### config.mk
export PLATFORM = sky130hd
export DESIGN_NAME = dp_collect_buf
export DESIGN_NICKNAME = d
export VERILOG_FILES = /design/src/rtl/dp_buf_pkg.sv /design/src/rtl/dp_rr_arb.sv /design/src/rtl/dp_rec_fifo.sv /design/src/rtl/dp_host_tx.sv /design/src/rtl/dp_collect_buf.sv
export SDC_FILE = /design/constraint.sdc
export NUM_CORES = 1
export LEC_CHECK = 0
export BUFFER_PORTS_ARGS = -buffer_cell sky130_fd_sc_hd__buf_2
export CORE_ASPECT_RATIO = 1.25
export CORE_UTILIZATION = 40
export CTS_CLUSTER_SIZE = 30
export DETAILED_ROUTE_END_ITERATION = 10
export PLACE_DENSITY = 0.75
export RECOVER_POWER = 100
export SYNTH_ARGS = -nofsm -noshare
export SYNTH_HDL_FRONTEND = slang
export SYNTH_SLANG_ARGS = --single-unit
### constraint.sdc
create_clock -name clk -period 3.8 [get_ports clk]
set_input_delay 0.38 -clock clk [delete_from_list [all_inputs] [get_ports clk]]
set_output_delay 0.38 -clock clk [all_outputs]
set_load 0.1 [all_outputs]
### src/rtl/dp_buf_pkg.sv
package dp_buf_pkg;
    typedef enum logic [1:0] {
        FLD_X = 2'd0,
        FLD_C = 2'd1,
        FLD_D = 2'd2
    } fld_e;
endpackage

### src/rtl/dp_rr_arb.sv
module dp_rr_arb #(
    parameter int N = 4
) (
    input  logic         clk,
    input  logic         rst_n,
    input  logic [N-1:0] req,
    input  logic         en,
    output logic [N-1:0] gnt
);
    localparam int IDX_W = (N > 1) ? $clog2(N) : 1;

    typedef struct packed {
        logic [IDX_W-1:0] last;
    } arb_st_t;

    arb_st_t st_d, st_q;

    always_comb begin
        logic found;
        st_d  = st_q;
        gnt   = '0;
        found = 1'b0;
        for (int off = 1; off <= N; off++) begin
            int idx;
            idx = int'(st_q.last) + off;
            if (idx >= N) idx = idx - N;
            if (en && !found && req[idx]) begin
                gnt[idx]    = 1'b1;
                found       = 1'b1;
                st_d.last   = IDX_W'(idx);
            end
        end
    end

    always_ff @(posedge clk) begin
        if (!rst_n) st_q.last <= IDX_W'(N - 1);
        else        st_q      <= st_d;
    end


    gnt_onehot_chk: assert property (@(posedge clk) disable iff (!rst_n)
        $onehot0(gnt));

    gnt_needs_req_chk: assert property (@(posedge clk) disable iff (!rst_n)
        (gnt & ~req) == '0);
endmodule

### src/rtl/dp_rec_fifo.sv
module dp_rec_fifo #(
    parameter int REC_W = 48,
    parameter int DEPTH = 4
) (
    input  logic                         clk,
    input  logic                         rst_n,
    input  logic                         push,
    input  logic [REC_W-1:0]             push_data,
    input  logic                         pop,
    output logic [REC_W-1:0]             head,
    output logic [$clog2(DEPTH+1)-1:0]   count,
    output logic                         full
);
    localparam int PTR_W = (DEPTH > 1) ? $clog2(DEPTH) : 1;
    localparam int CNT_W = $clog2(DEPTH + 1);

    typedef struct packed {
        logic [PTR_W-1:0] wp;
        logic [PTR_W-1:0] rp;
        logic [CNT_W-1:0] cnt;
    } fifo_st_t;

    fifo_st_t st_d, st_q;
    logic [REC_W-1:0] mem_q [DEPTH];
    logic do_push, do_pop;

    always_comb begin
        st_d    = st_q;
        do_push = push && (st_q.cnt != CNT_W'(DEPTH));
        do_pop  = pop && (st_q.cnt != '0);
        if (do_push) st_d.wp = (st_q.wp == PTR_W'(DEPTH - 1)) ? '0 : st_q.wp + 1'b1;
        if (do_pop)  st_d.rp = (st_q.rp == PTR_W'(DEPTH - 1)) ? '0 : st_q.rp + 1'b1;
        case ({do_push, do_pop})
            2'b10:   st_d.cnt = st_q.cnt + 1'b1;
            2'b01:   st_d.cnt = st_q.cnt - 1'b1;
            default: st_d.cnt = st_q.cnt;
        endcase
    end

    always_ff @(posedge clk) begin
        if (!rst_n) st_q <= '0;
        else        st_q <= st_d;
    end

    always_ff @(posedge clk) begin
        if (do_push) mem_q[st_q.wp] <= push_data;
    end

    assign head  = mem_q[st_q.rp];
    assign count = st_q.cnt;
    assign full  = (st_q.cnt == CNT_W'(DEPTH));


    no_overflow_chk: assert property (@(posedge clk) disable iff (!rst_n)
        full |-> !push);

    no_underflow_chk: assert property (@(posedge clk) disable iff (!rst_n)
        (count == '0) |-> !pop);
endmodule

### src/rtl/dp_host_tx.sv
module dp_host_tx
    import dp_buf_pkg::*;
#(
    parameter int FIELD_W = 16,
    parameter int CNT_W   = 3
) (
    input  logic                 clk,
    input  logic                 rst_n,
    input  logic                 lock_req,
    input  logic                 push,
    input  logic [CNT_W-1:0]     count,
    input  logic [3*FIELD_W-1:0] head,
    input  logic                 tx_ready,
    output logic                 lock_gnt,
    output logic                 pop,
    output logic                 tx_valid,
    output logic [FIELD_W-1:0]   tx_data,
    output logic [1:0]           tx_sel,
    output logic                 tx_last
);
    typedef struct packed {
        logic gnt;
        logic armed;
        fld_e fld;
    } tx_st_t;

    tx_st_t st_d, st_q;
    logic   beat;

    always_comb begin
        st_d     = st_q;
        tx_valid = st_q.gnt && (count != '0);
        beat     = tx_valid && tx_ready;
        pop      = beat && (st_q.fld == FLD_D);
        if (!lock_req) st_d.armed = 1'b1;
        if (st_q.gnt) begin
            if (!lock_req) begin
                st_d.gnt = 1'b0;
                st_d.fld = FLD_X;
            end else begin
                if (beat) st_d.fld = (st_q.fld == FLD_D) ? FLD_X : fld_e'(st_q.fld + 2'd1);
                if (pop && count == CNT_W'(1)) begin
                    st_d.gnt   = 1'b0;
                    st_d.armed = 1'b0;
                end
            end
        end else if (lock_req && st_q.armed && (count != '0 || push)) begin
            st_d.gnt = 1'b1;
            st_d.fld = FLD_X;
        end
    end

    always_ff @(posedge clk) begin
        if (!rst_n) st_q <= '{gnt: 1'b0, armed: 1'b1, fld: FLD_X};
        else        st_q <= st_d;
    end

    assign lock_gnt = st_q.gnt;
    assign tx_data  = head[st_q.fld * FIELD_W +: FIELD_W];
    assign tx_sel   = st_q.fld;
    assign tx_last  = (st_q.fld == FLD_D);


    valid_in_lock_chk: assert property (@(posedge clk) disable iff (!rst_n)
        tx_valid |-> lock_gnt);

    stall_hold_chk: assert property (@(posedge clk) disable iff (!rst_n)
        (tx_valid && !tx_ready && lock_req) |=> (tx_valid && $stable(tx_data) && $stable(tx_sel)));

    auto_release_chk: assert property (@(posedge clk) disable iff (!rst_n)
        (pop && count == CNT_W'(1)) |=> !lock_gnt);

    drop_release_chk: assert property (@(posedge clk) disable iff (!rst_n)
        (lock_gnt && !lock_req) |=> !lock_gnt);
endmodule

### src/rtl/dp_collect_buf.sv
module dp_collect_buf #(
    parameter int NUM_CORES = 4,
    parameter int FIELD_W   = 16,
    parameter int DEPTH     = 4
) (
    input  logic                           clk,
    input  logic                           rst_n,
    input  logic [NUM_CORES-1:0]           core_req,
    input  logic [NUM_CORES*FIELD_W-1:0]   core_x,
    input  logic [NUM_CORES*FIELD_W-1:0]   core_c,
    input  logic [NUM_CORES*FIELD_W-1:0]   core_d,
    output logic [NUM_CORES-1:0]           core_ack,
    input  logic                           lock_req,
    output logic                           lock_gnt,
    output logic [$clog2(DEPTH+1)-1:0]     rec_count,
    output logic                           buf_full,
    output logic                           tx_valid,
    input  logic                           tx_ready,
    output logic [FIELD_W-1:0]             tx_data,
    output logic [1:0]                     tx_sel,
    output logic                           tx_last
);
    localparam int REC_W = 3 * FIELD_W;
    localparam int CNT_W = $clog2(DEPTH + 1);

    logic                 wr_en;
    logic [NUM_CORES-1:0] gnt;
    logic                 push;
    logic [REC_W-1:0]     push_rec;
    logic                 pop;
    logic [REC_W-1:0]     head;

    assign wr_en = !lock_gnt && !buf_full;

    dp_rr_arb #(.N(NUM_CORES)) u_arb (
        .clk   (clk),
        .rst_n (rst_n),
        .req   (core_req),
        .en    (wr_en),
        .gnt   (gnt)
    );

    always_comb begin
        push_rec = '0;
        for (int i = 0; i < NUM_CORES; i++) begin
            if (gnt[i]) push_rec = push_rec | {core_d[i*FIELD_W +: FIELD_W],
                                               core_c[i*FIELD_W +: FIELD_W],
                                               core_x[i*FIELD_W +: FIELD_W]};
        end
    end

    assign push     = |gnt;
    assign core_ack = gnt;

    dp_rec_fifo #(.REC_W(REC_W), .DEPTH(DEPTH)) u_fifo (
        .clk       (clk),
        .rst_n     (rst_n),
        .push      (push),
        .push_data (push_rec),
        .pop       (pop),
        .head      (head),
        .count     (rec_count),
        .full      (buf_full)
    );

    dp_host_tx #(.FIELD_W(FIELD_W), .CNT_W(CNT_W)) u_tx (
        .clk      (clk),
        .rst_n    (rst_n),
        .lock_req (lock_req),
        .push     (push),
        .count    (rec_count),
        .head     (head),
        .tx_ready (tx_ready),
        .lock_gnt (lock_gnt),
        .pop      (pop),
        .tx_valid (tx_valid),
        .tx_data  (tx_data),
        .tx_sel   (tx_sel),
        .tx_last  (tx_last)
    );


    no_write_in_lock_chk: assert property (@(posedge clk) disable iff (!rst_n)
        lock_gnt |-> (core_ack == '0));

    no_ack_when_full_chk: assert property (@(posedge clk) disable iff (!rst_n)
        buf_full |-> (core_ack == '0));

    count_step_chk: assert property (@(posedge clk) disable iff (!rst_n)
        (|core_ack) |=> (rec_count == $past(rec_count) + 1'b1));
endmodule

==> results_dict.tcl, run 1 <==
set metrics [dict create \
    grt_pass1_vias 6419 \
    drive_above_1_share_pct 38.69 \
    portBuffers 228 \
    fin_skew_ns 0.009551 \
    syn-cell-area_sq_um 9462 \
    slew_viol_final 0 \
    hold_path.class "in -> reg" \
    synth.avg_cell_area_sq_um 15.36 \
    pwr-share-comb_pct 42.9 \
    whs_path_depth 2 \
    hold_viol_final 0 \
    crit_family "buffers and inverters" \
    timing.setup.tns_ns 0 \
    crit_type "reg -> out" \
    start_util_pct 40.93 \
    crit_buf_inv 3 \
    grt_usage_pct 18.57 \
    yosys_most_used_dff "edfxtp_1" \
    power_mw 10.78 \
    htreeDepth 1 \
    firstDrtPassIters 5 \
    placed_cells 1105 \
    critPathLaunchType "register" \
    drtIter0Drc 431 \
    hp-start "lock_req" \
    drt-total-wl_um 22550 \
    ir_drop_mv 0.4607 \
    stdcell_count 1141 \
    die_w_um 139.6 \
    cellPowerDensity_nw_per_um2 930.6 \
    async_flop_share_pct 0 \
    r2r-start "u_arb.st_q[0]" \
    worstMarginPinSlew_ns 1.178 \
    slew_headroom_pct 21.81 \
    p_seq_share_pct 39.2 \
    hpwl_um 14750 \
    drv_cap 0 \
    power_switching_share_pct 40.41 \
    drcViolationCount 0 \
    place.gp.congestion 0.8178 \
    synth-seq-cells 207 \
    root_buffer "clkbuf_16" \
    crit_path_end_kind "primary output" \
    synth_edf_count 192 \
    r2r_cells 10 \
    p_int_mw 6.425 \
    antenna_found_initial 0 \
    clockPowerShare_pct 17.9 \
    p_sw_mw 4.356 \
    vias 6303 \
    fmax_mhz 276.2 \
    min_period_ns 3.620 \
    grt_pass1_wl_um 34610 \
    worst-endpoint-required_ns 3.42 \
    die_area_sq_um 24280 \
    setup_viol 0 \
    period_share_pct 95.26 \
    leakagePower_nw 4.311 \
    clock_path_buffers 3 \
    routed_via_density 5.524 \
    areaGrowthSynthToFinish_pct 22.44 \
    r2r-end "u_fifo.count[2]" \
    cts_made_buffers 20 \
    rows 62 \
    antenna_cells 0 \
    postPlaceCellArea_sq_um 10960 \
    critical_path_arrival_ns 3.24 \
    cp_slowest_stage_delay_ns 0.45 \
    cts_tree "yes" \
    wl_per_cell_um 19.76 \
    dp_slack_ns 0.2773 \
    num-nets-final 1056 \
    clk_latency_ns 0.48 \
    cp_slowest_cell "ha_1" \
    cp_max_fo 49 \
    grt_max_degree 50 \
    die_h_um 174.0 \
    clk_pin_slew_worst_paths_ns 0.06 \
    final_area_sq_um 11580 \
    syn-num-nets 833 \
    overflow 0 \
    fillCellCount 1943 \
    rrSetupSlack_ns 0.23 \
    syn-instance-count 616 \
    outcome "completed" \
    rsz0062_at_grt "no" \
    synth-seq-area-share_pct 64.11 \
    hold-path-endpoint "u_tx.st_q[2]" \
    ys_warn_count 0 \
    io_pins 229 \
    hold_buffers 0 \
    yosys.cell_types.count 36 \
    core_sq_um 23120 \
    ant_nets 0 \
    cts.sink_count 207 \
    path_cells "inv_1 > ha_1 > mux2i_1 > nand4_1 > a21oi_1 > a221o_2 > buf_6 > buf_4" \
    setup_ws_ns 0.1800 \
]
power by group through the flow:
stage / combinational (mW) / sequential, mW / clock (mW)
floorplan: 3.29 / 4.23 / 0
global placement: 4.55 / 4.22 / 0
detailed placement: 4.65 / 4.26 / 0
CTS: 4.69 / 4.23 / 1.95
global route: 4.98 / 4.30 / 2.03
finish: 4.63 / 4.23 / 1.93
per-stage QoR:
stage	hold WS, ns	util, %
after floorplan	0.4518	-
after global placement	0.4808	47.40
after detailed placement	0.4916	47.40
after CTS	0.1077	50.22
after global routing	0.1251	50.11
final	0.1219	50.11
synth_stat cells (3+ instances only):
cell type / count / area [sq um]
a21boi_0: 4 / 30.03
a21oi_1: 9 / 45.04
a221o_1: 4 / 40.04
a22oi_1: 96 / 720.7
and2_1: 8 / 50.05
buf_1: 10 / 37.54
buf_2: 3 / 15.01
buf_4: 5 / 37.54
clkbuf_1: 29 / 108.9
dfxtp_1: 15 / 300.3
edfxtp_1: 192 / 5766
ha_1: 17 / 212.7
inv_1: 9 / 33.78
mux2i_1: 22 / 220.2
mux4_2: 52 / 1171
nand2_1: 82 / 307.8
nand3_1: 9 / 45.04
nand3b_1: 5 / 37.54
nor2b_1: 3 / 18.77
o21ai_0: 20 / 100.1
xnor2_1: 3 / 26.28
timing repair:
| action | 4_1_cts | 5_1_grt |
|---|---|---|
| gates resized for setup | 4 | 4 |
| setup buffers | 0 | 0 |
| hold endpoints to repair | 0 | 0 |
| endpoints found under the setup margin | 4 | 4 |
metal layers:
layer | part of all wire (%) | global-route usage (%)
met5 | 0 | 0
met4 | 2.3 | 5.723
met3 | 5.9 | 2.204
met2 | 52 | 33.46
met1 | 40 | 23.30
worst max-delay path by stage:
stage          cells past startpoint          start  slack [ns]                  end
2_1_floorplan                     11  u_arb.st_q[0]        0.04  u_fifo.mem_q[0][38]
3_3_place_gp                      10  u_arb.st_q[0]        0.33      u_fifo.count[2]
3_5_place_dp                      10  u_arb.st_q[0]        0.28      u_fifo.count[2]
4_1_cts                            8  u_arb.st_q[0]        0.06          core_ack[0]
5_1_grt                            5       register        0.02          tx_data[14]
6_report                           8  u_arb.st_q[0]        0.18          core_ack[2]
worst reg2reg max path, cell delays in order, from the launching register on:
cell and delay (ns):
dfxtp_1 0.32, inv_1 0.11, ha_1 0.45, mux4_2 0.37, a21boi_4 0.17, a221o_2 0.41
or4_1 0.69, inv_1 0.18, ha_1 0.29, or3_1 0.35, a21boi_0 0.16
logic make-up (layout without fill, tap and decap cells):
kind of cell               count (synthesis)  count (layout)  share of synthesized area [%]
adders and majority gates                 17              17                          2.248
buffers and inverters                     56             293                          2.460
xor gates and xnor gates                   3               3                         0.2778
AOI/OAI and AO/OA                        140             140                          10.55
and+or+nand+nor                          118             118                          5.528
DFF                                      207             207                          64.11
muxes                                     75              75                          14.82
placed cells by master, fill, tap and decap left out, types with 2 or more instances in the layout:
cell type and n:
nor2b_1 2, clkbuf_16 21, buf_2 206, ha_1 17
a21oi_1 9, nor2_1 2, clkbuf_2 12, edfxtp_1 192
nand4_1 2, and2_2 4, mux4_2 52, buf_4 15
a21boi_0 4, o21ai_1 7, and2_0 3, nand2b_1 2
bufinv_16 2, xnor2_1 3, o21ai_0 14, nand3_1 9
a22oi_1 96, or3_1 2, clkbuf_1 11, mux2i_1 22
nand3b_1 5, buf_6 6, clkinv_2 4, nand2_1 82
dfxtp_1 14, inv_1 9, clkinv_1 6, a221o_2 4
flip-flops by register name, indices dropped and copies added (netlist names), named ones only:
signal / cells
u_fifo.mem_q: 192
u_fifo.st_q: 4
u_fifo.count: 3
u_arb.st_q: 2
u_tx.tx_sel: 2
u_tx.lock_gnt: 1
u_tx.st_q: 1
area by class of cell:
| type | instances | area (sq um) | share of cell area (%) |
|---|---|---|---|
| Clock buffer | 23 | 533.0 | 4.601 |
| Multi-Input combinational cell | 353 | 3176 | 27.41 |
| Timing Repair Buffer | 248 | 1305 | 11.26 |
| Tap cell | 288 | 360.3 | 3.110 |
| Clock inverter | 13 | 110.1 | 0.9504 |
| Sequential cell | 207 | 6067 | 52.37 |
| Inverter | 9 | 33.78 | 0.2916 |
Power figures use the tool's default switching activity.
==> inputs of run 2 (changes only) <==
--- a/config.mk
+++ b/config.mk
@@ -11,4 +11,5 @@
 export CTS_CLUSTER_SIZE = 30
 export DETAILED_ROUTE_END_ITERATION = 10
+export GPL_ROUTABILITY_DRIVEN = 0
 export PLACE_DENSITY = 0.75
 export RECOVER_POWER = 100
==> constraint.sdc (replaced) <==
create_clock -name clk -period 3.8 [get_ports clk]
set_input_delay 0.38 -clock clk [delete_from_list [all_inputs] [get_ports clk]]
set_output_delay 0.38 -clock clk [all_outputs]
set_load 0.05 [all_outputs]
==> run 2 against run 1 <==
- sequential power hardly changed
- routed wire length fell by 1.3%
- worst hold slack worse by 0.0028 ns
- utilization down 0.41 points
- the flow now finishes with violations (max-capacitance violations, max-slew violations)
- cell count shrank 0.44%
- largest cell class unchanged
==> results_dict.tcl, run 2 (same netlist as run 1, synthesis figures left out) <==
set metrics [dict create \
    postPlaceCellArea_sq_um 10970 \
    mostFrequentLayoutCell "buf_2" \
    clock_path_buffers 3 \
    drt-total-wl_um 22250 \
    timing.setup.tns_ns 0 \
    num-nets-final 1053 \
    die_w_um 139.6 \
    rows 62 \
    stdcell_count 1136 \
    htreeDepth 1 \
    antenna_cells 0 \
    drtIter0Drc 429 \
    cts_tree "yes" \
    rrSetupSlack_ns 0.30 \
    fin_skew_ns 0.008302 \
    critical_path_arrival_ns 3.22 \
    routed_via_density 5.539 \
    critPathLaunchType "register" \
    hold_viol_final 0 \
    placed_cells 1102 \
    min_period_ns 3.595 \
    ir_drop_mv 0.5989 \
    core_sq_um 23120 \
    fmax_mhz 278.1 \
    clockPowerShare_pct 17.7 \
    antenna_found_initial 0 \
    pwr-share-comb_pct 40.2 \
    worst-endpoint-required_ns 3.42 \
    setup_ws_ns 0.2046 \
    start_util_pct 40.93 \
    period_share_pct 94.62 \
    grt_pass1_vias 6262 \
    die_area_sq_um 24280 \
    ant_nets 0 \
    hpwl_um 14990 \
    crit_type "reg -> out" \
    outcome "finished, violations left" \
    areaGrowthSynthToFinish_pct 21.45 \
    grt_max_degree 50 \
    largest_register_ffs 192 \
    p_sw_mw 3.786 \
    slew_headroom_pct -11.24 \
    clk_latency_ns 0.48 \
    clk_pin_slew_worst_paths_ns 0.06 \
    drcViolationCount 0 \
    overflow 0 \
    grt_pass1_wl_um 33530 \
    dp_slack_ns 0.3841 \
    vias 6292 \
    setup_viol 0 \
    slew_viol_final 21 \
    firstDrtPassIters 5 \
    portBuffers 228 \
    grt_usage_pct 18.10 \
    met1_usage_pct 21.77 \
    cts.sink_count 207 \
    met2_usage_pct 33.77 \
    multi_input_area_sq_um 3176 \
    wl_per_cell_um 19.59 \
    crit_path_end_kind "primary output" \
    worstMarginPinSlew_ns 1.669 \
    final_area_sq_um 11490 \
    root_buffer "clkbuf_16" \
    leakagePower_nw 4.221 \
    p_seq_share_pct 42.1 \
    io_pins 229 \
    top_register "u_fifo.mem_q" \
    final_cell_mix "204 x buf_2, 192 x edfxtp_1, 96 x a22oi_1" \
    fillCellCount 1944 \
    hold_path.class "in -> reg" \
    grt_util_met3_pct 2.562 \
    drv_cap 1 \
    rsz0062_at_grt "no" \
    drive_above_1_share_pct 36.44 \
    die_h_um 174.0 \
    power_switching_share_pct 37.68 \
    regArea_sq_um 6071 \
    p_int_mw 6.262 \
    violations "max-capacitance violations, max-slew violations" \
    post-route-util_pct 49.71 \
    grt_most_used_layer "met2" \
    cts_made_buffers 20 \
    postCtsSetupRepairBufs 0 \
    cellPowerDensity_nw_per_um2 874.4 \
    cp_max_fo 49 \
]
[run 2: cell types whose count changed in the layout (fill, tap and decap cells not counted), sizes merged]
cell,change
clkinvlp,-1
clkbuf,+10
bufinv,-2
clkinv,-2
buf,-10
[run 2: worst paths after layout]
kind | startpoint | to | cells past startpoint
max | u_arb.st_q[0] | core_ack[2] | 8
max reg2reg | u_arb.st_q[0] | u_fifo.mem_q[2][23] | 10
min reg2reg | u_tx.st_q[2] | u_tx.st_q[2] | 2
min | lock_req | u_tx.st_q[2] | 2
[run 2: timing repair]
action                                  4_1_cts  5_1_grt
endpoints found under the setup margin        0        4
hold buffers                                  0        0
resized for setup                             0        6
[run 2: metal layers]
metal	up-vias	wire length, um
met4	0	382
li1	2907	-
met3	28	1316
met5	-	0
met2	240	11680
met1	3117	8872
[run 2: final cells by class]
type                            count  area share, %
Clock buffer                       26          4.737
Timing Repair Buffer              245          11.07
Clock inverter                      8         0.2940
Inverter                            9         0.2940
Sequential cell                   207          52.83
Multi-Input combinational cell    353          27.64
Tap cell                          288          3.136
[run 2: through the flow]
stage                     hold WS [ns]  power [mW]
final                           0.1192       10.05
after global routing            0.1186       10.60
after CTS                       0.1095       10.20
after detailed placement        0.4947       8.433
after global placement          0.4850       8.269
after floorplan                 0.4518       6.997
[run 2: power groups by stage]
| stage | logic [mW] | clock network, mW | registers [mW] |
|---|---|---|---|
| detailed placement | 4.16 | 0 | 4.27 |
| global route | 4.41 | 1.89 | 4.30 |
| floorplan | 2.78 | 0 | 4.21 |
| global placement | 4.05 | 0 | 4.22 |
| CTS | 4.16 | 1.80 | 4.23 |
| finish | 4.04 | 1.77 | 4.23 |
[run 2: critical path, cell delays in order (launching register included)]
cell     delay (ns)
dfxtp_1        0.33
inv_1          0.12
ha_1           0.45
mux2i_1        0.28
nand4_1        0.22
a21oi_1        0.36
a221o_2        0.24
buf_6          0.37
buf_2          0.35
==> inputs of run 3 (changes only) <==
CORE_MARGIN = 4   (was unset)
==> run 3 against run 2 <==
- the run now ends clean
- critical endpoint unchanged
- worst setup slack gained 0.044 ns
- maximum frequency grew 1.2%
- utilization grew 0.22 points
- flip-flop and latch count is the same
- largest cell class unchanged
- sequential share of layout area shrank 0.23 points
- via count shrank 0.11%
- power grew 1.1%
==> results_dict.tcl, run 3 (same netlist as run 1, synthesis figures left out) <==
set metrics [dict create \
    root_buffer "clkbuf_16" \
    grt_max_degree 50 \
    fin_skew_ns 0.008340 \
    die_h_um 180.0 \
    clockPowerShare_pct 18.3 \
    wl_per_cell_um 20.48 \
    die_w_um 145.6 \
    areaGrowthSynthToFinish_pct 21.98 \
    io_pins 229 \
    setup_viol 0 \
    htreeDepth 1 \
    fmax_mhz 281.6 \
    p_seq_share_pct 41.9 \
    timing.setup.tns_ns 0 \
    slew_headroom_pct 35.73 \
    routed_via_density 5.533 \
    postPlaceCellArea_sq_um 11000 \
    antenna_found_initial 0 \
    r2r_cells 9 \
    power_switching_share_pct 37.69 \
    postCtsSetupRepairBufs 0 \
    clock_path_buffers 3 \
    cts_tree "yes" \
    drive_above_1_share_pct 36.91 \
    start_util_pct 40.93 \
    firstDrtPassIters 5 \
    hold_viol_final 0 \
    rsz0062_at_grt "no" \
    hp-start "lock_req" \
    largest_register_ffs 192 \
    cts_resized 0 \
    pwr-share-comb_pct 39.8 \
    critical_path_arrival_ns 3.17 \
    cellPowerDensity_nw_per_um2 880.4 \
    grt_pass1_wl_um 35070 \
    r2r-start "u_arb.st_q[0]" \
    ant_nets 0 \
    leakagePower_nw 4.247 \
    rrSetupSlack_ns 0.32 \
    hold_buffers 0 \
    r2r-end "u_fifo.mem_q[2][41]" \
    mostFrequentLayoutCell "buf_2" \
    worstMarginPinSlew_ns 0.9640 \
    p_int_mw 6.331 \
    vias 6285 \
    period_share_pct 93.46 \
    grt_usage_pct 16.83 \
    rows 62 \
    whs_path_depth 2 \
    crit_path_end_kind "primary output" \
    slew_viol_final 0 \
    num-nets-final 1053 \
    drv_cap 0 \
    overflow 0 \
    top_register "u_fifo.mem_q" \
    die_area_sq_um 26190 \
    hold-path-endpoint "u_tx.st_q[2]" \
    clk_latency_ns 0.48 \
    drcViolationCount 0 \
    antenna_cells 0 \
    drtIter0Drc 401 \
    final_area_sq_um 11540 \
    p_sw_mw 3.829 \
    ir_drop_mv 0.5071 \
    portBuffers 228 \
    final_cell_mix "201 x buf_2, 192 x edfxtp_1, 96 x a22oi_1" \
    grt_pass1_vias 6414 \
    worst-endpoint-required_ns 3.42 \
    cp_max_fo 49 \
    cts.sink_count 207 \
    core_sq_um 23120 \
    critPathLaunchType "register" \
    cts_made_buffers 20 \
    clk_pin_slew_worst_paths_ns 0.06 \
    hpwl_um 15700 \
    hold_path.class "in -> reg" \
    drt-total-wl_um 23270 \
    outcome "completed" \
    min_period_ns 3.552 \
    crit_type "reg -> out" \
]
-- run 3: cell count changes in the layout (fill, tap and decap cells not counted), moves of 2 or more --
cell and change:
clkinv_1 -3, clkbuf_8 -2, buf_12 +2, buf_2 -3, clkbuf_1 -3, clkinv_2 +2
clkbuf_2 +4
-- run 3: worst max path at each step --
stage / startpoint / end / slack (ns) / cells past startpoint
global route: u_arb.st_q[0] / core_ack[0] / 0.03 / 8
floorplan: u_arb.st_q[0] / u_fifo.count[2] / 0.09 / 13
CTS: u_arb.st_q[0] / core_ack[2] / 0.11 / 8
detailed placement: u_arb.st_q[0] / u_fifo.count[2] / 0.43 / 10
global placement: u_arb.st_q[0] / u_fifo.mem_q[2][40] / 0.47 / 9
finish: u_arb.st_q[0] / core_ack[2] / 0.25 / 8
-- run 3: metal layers --
metal  track usage [%]  routed length [um]  vias to the layer above
met4             4.181                 407                        0
met3             3.073                1584                       27
met2             30.05               12070                      255
met1             21.26                9205                     3095
met5                 0                   0                        -
li1                  -                   -                     2908
-- run 3: through the flow --
step	worst slack, ns	power [mW]	util (%)	hold WS [ns]	std cells
6_report	0.2483	10.16	49.92	0.1431	1136
5_1_grt	0.02578	10.71	49.92	0.1284	1136
4_1_cts	0.1149	10.33	50.24	0.1279	1136
3_5_place_dp	0.4281	8.459	47.57	0.4904	1102
3_3_place_gp	0.4716	8.314	47.57	0.4804	1102
2_1_floorplan	0.09456	6.997	-	0.4518	616
-- run 3: worst max-delay path, stage by stage (launching register included) --
cell and delay [ns]:
dfxtp_1 0.33, inv_1 0.11, ha_1 0.45, mux2i_1 0.27
nand4_1 0.20, a21oi_1 0.35, a221o_2 0.24, buf_6 0.38
clkbuf_2 0.36
-- run 3: final cells by class --
| cell class | instances | area [sq um] |
|---|---|---|
| fillers | 1943 | 11580 |
| repair buffers | 245 | 1286 |
| inverters | 9 | 33.78 |
| flip-flops and latches | 207 | 6071 |
| clock buffers | 24 | 536.8 |
| well taps | 288 | 360.3 |
| clock inverters | 10 | 80.08 |
| multi-input cells | 353 | 3173 |
-- run 3: power by group through the flow --
stage	clock network, mW	registers, mW	logic [mW]
global placement	0	4.23	4.09
floorplan	0	4.21	2.78
CTS	1.89	4.25	4.18
detailed placement	0	4.28	4.18
global route	2.00	4.31	4.40
finish	1.86	4.25	4.05
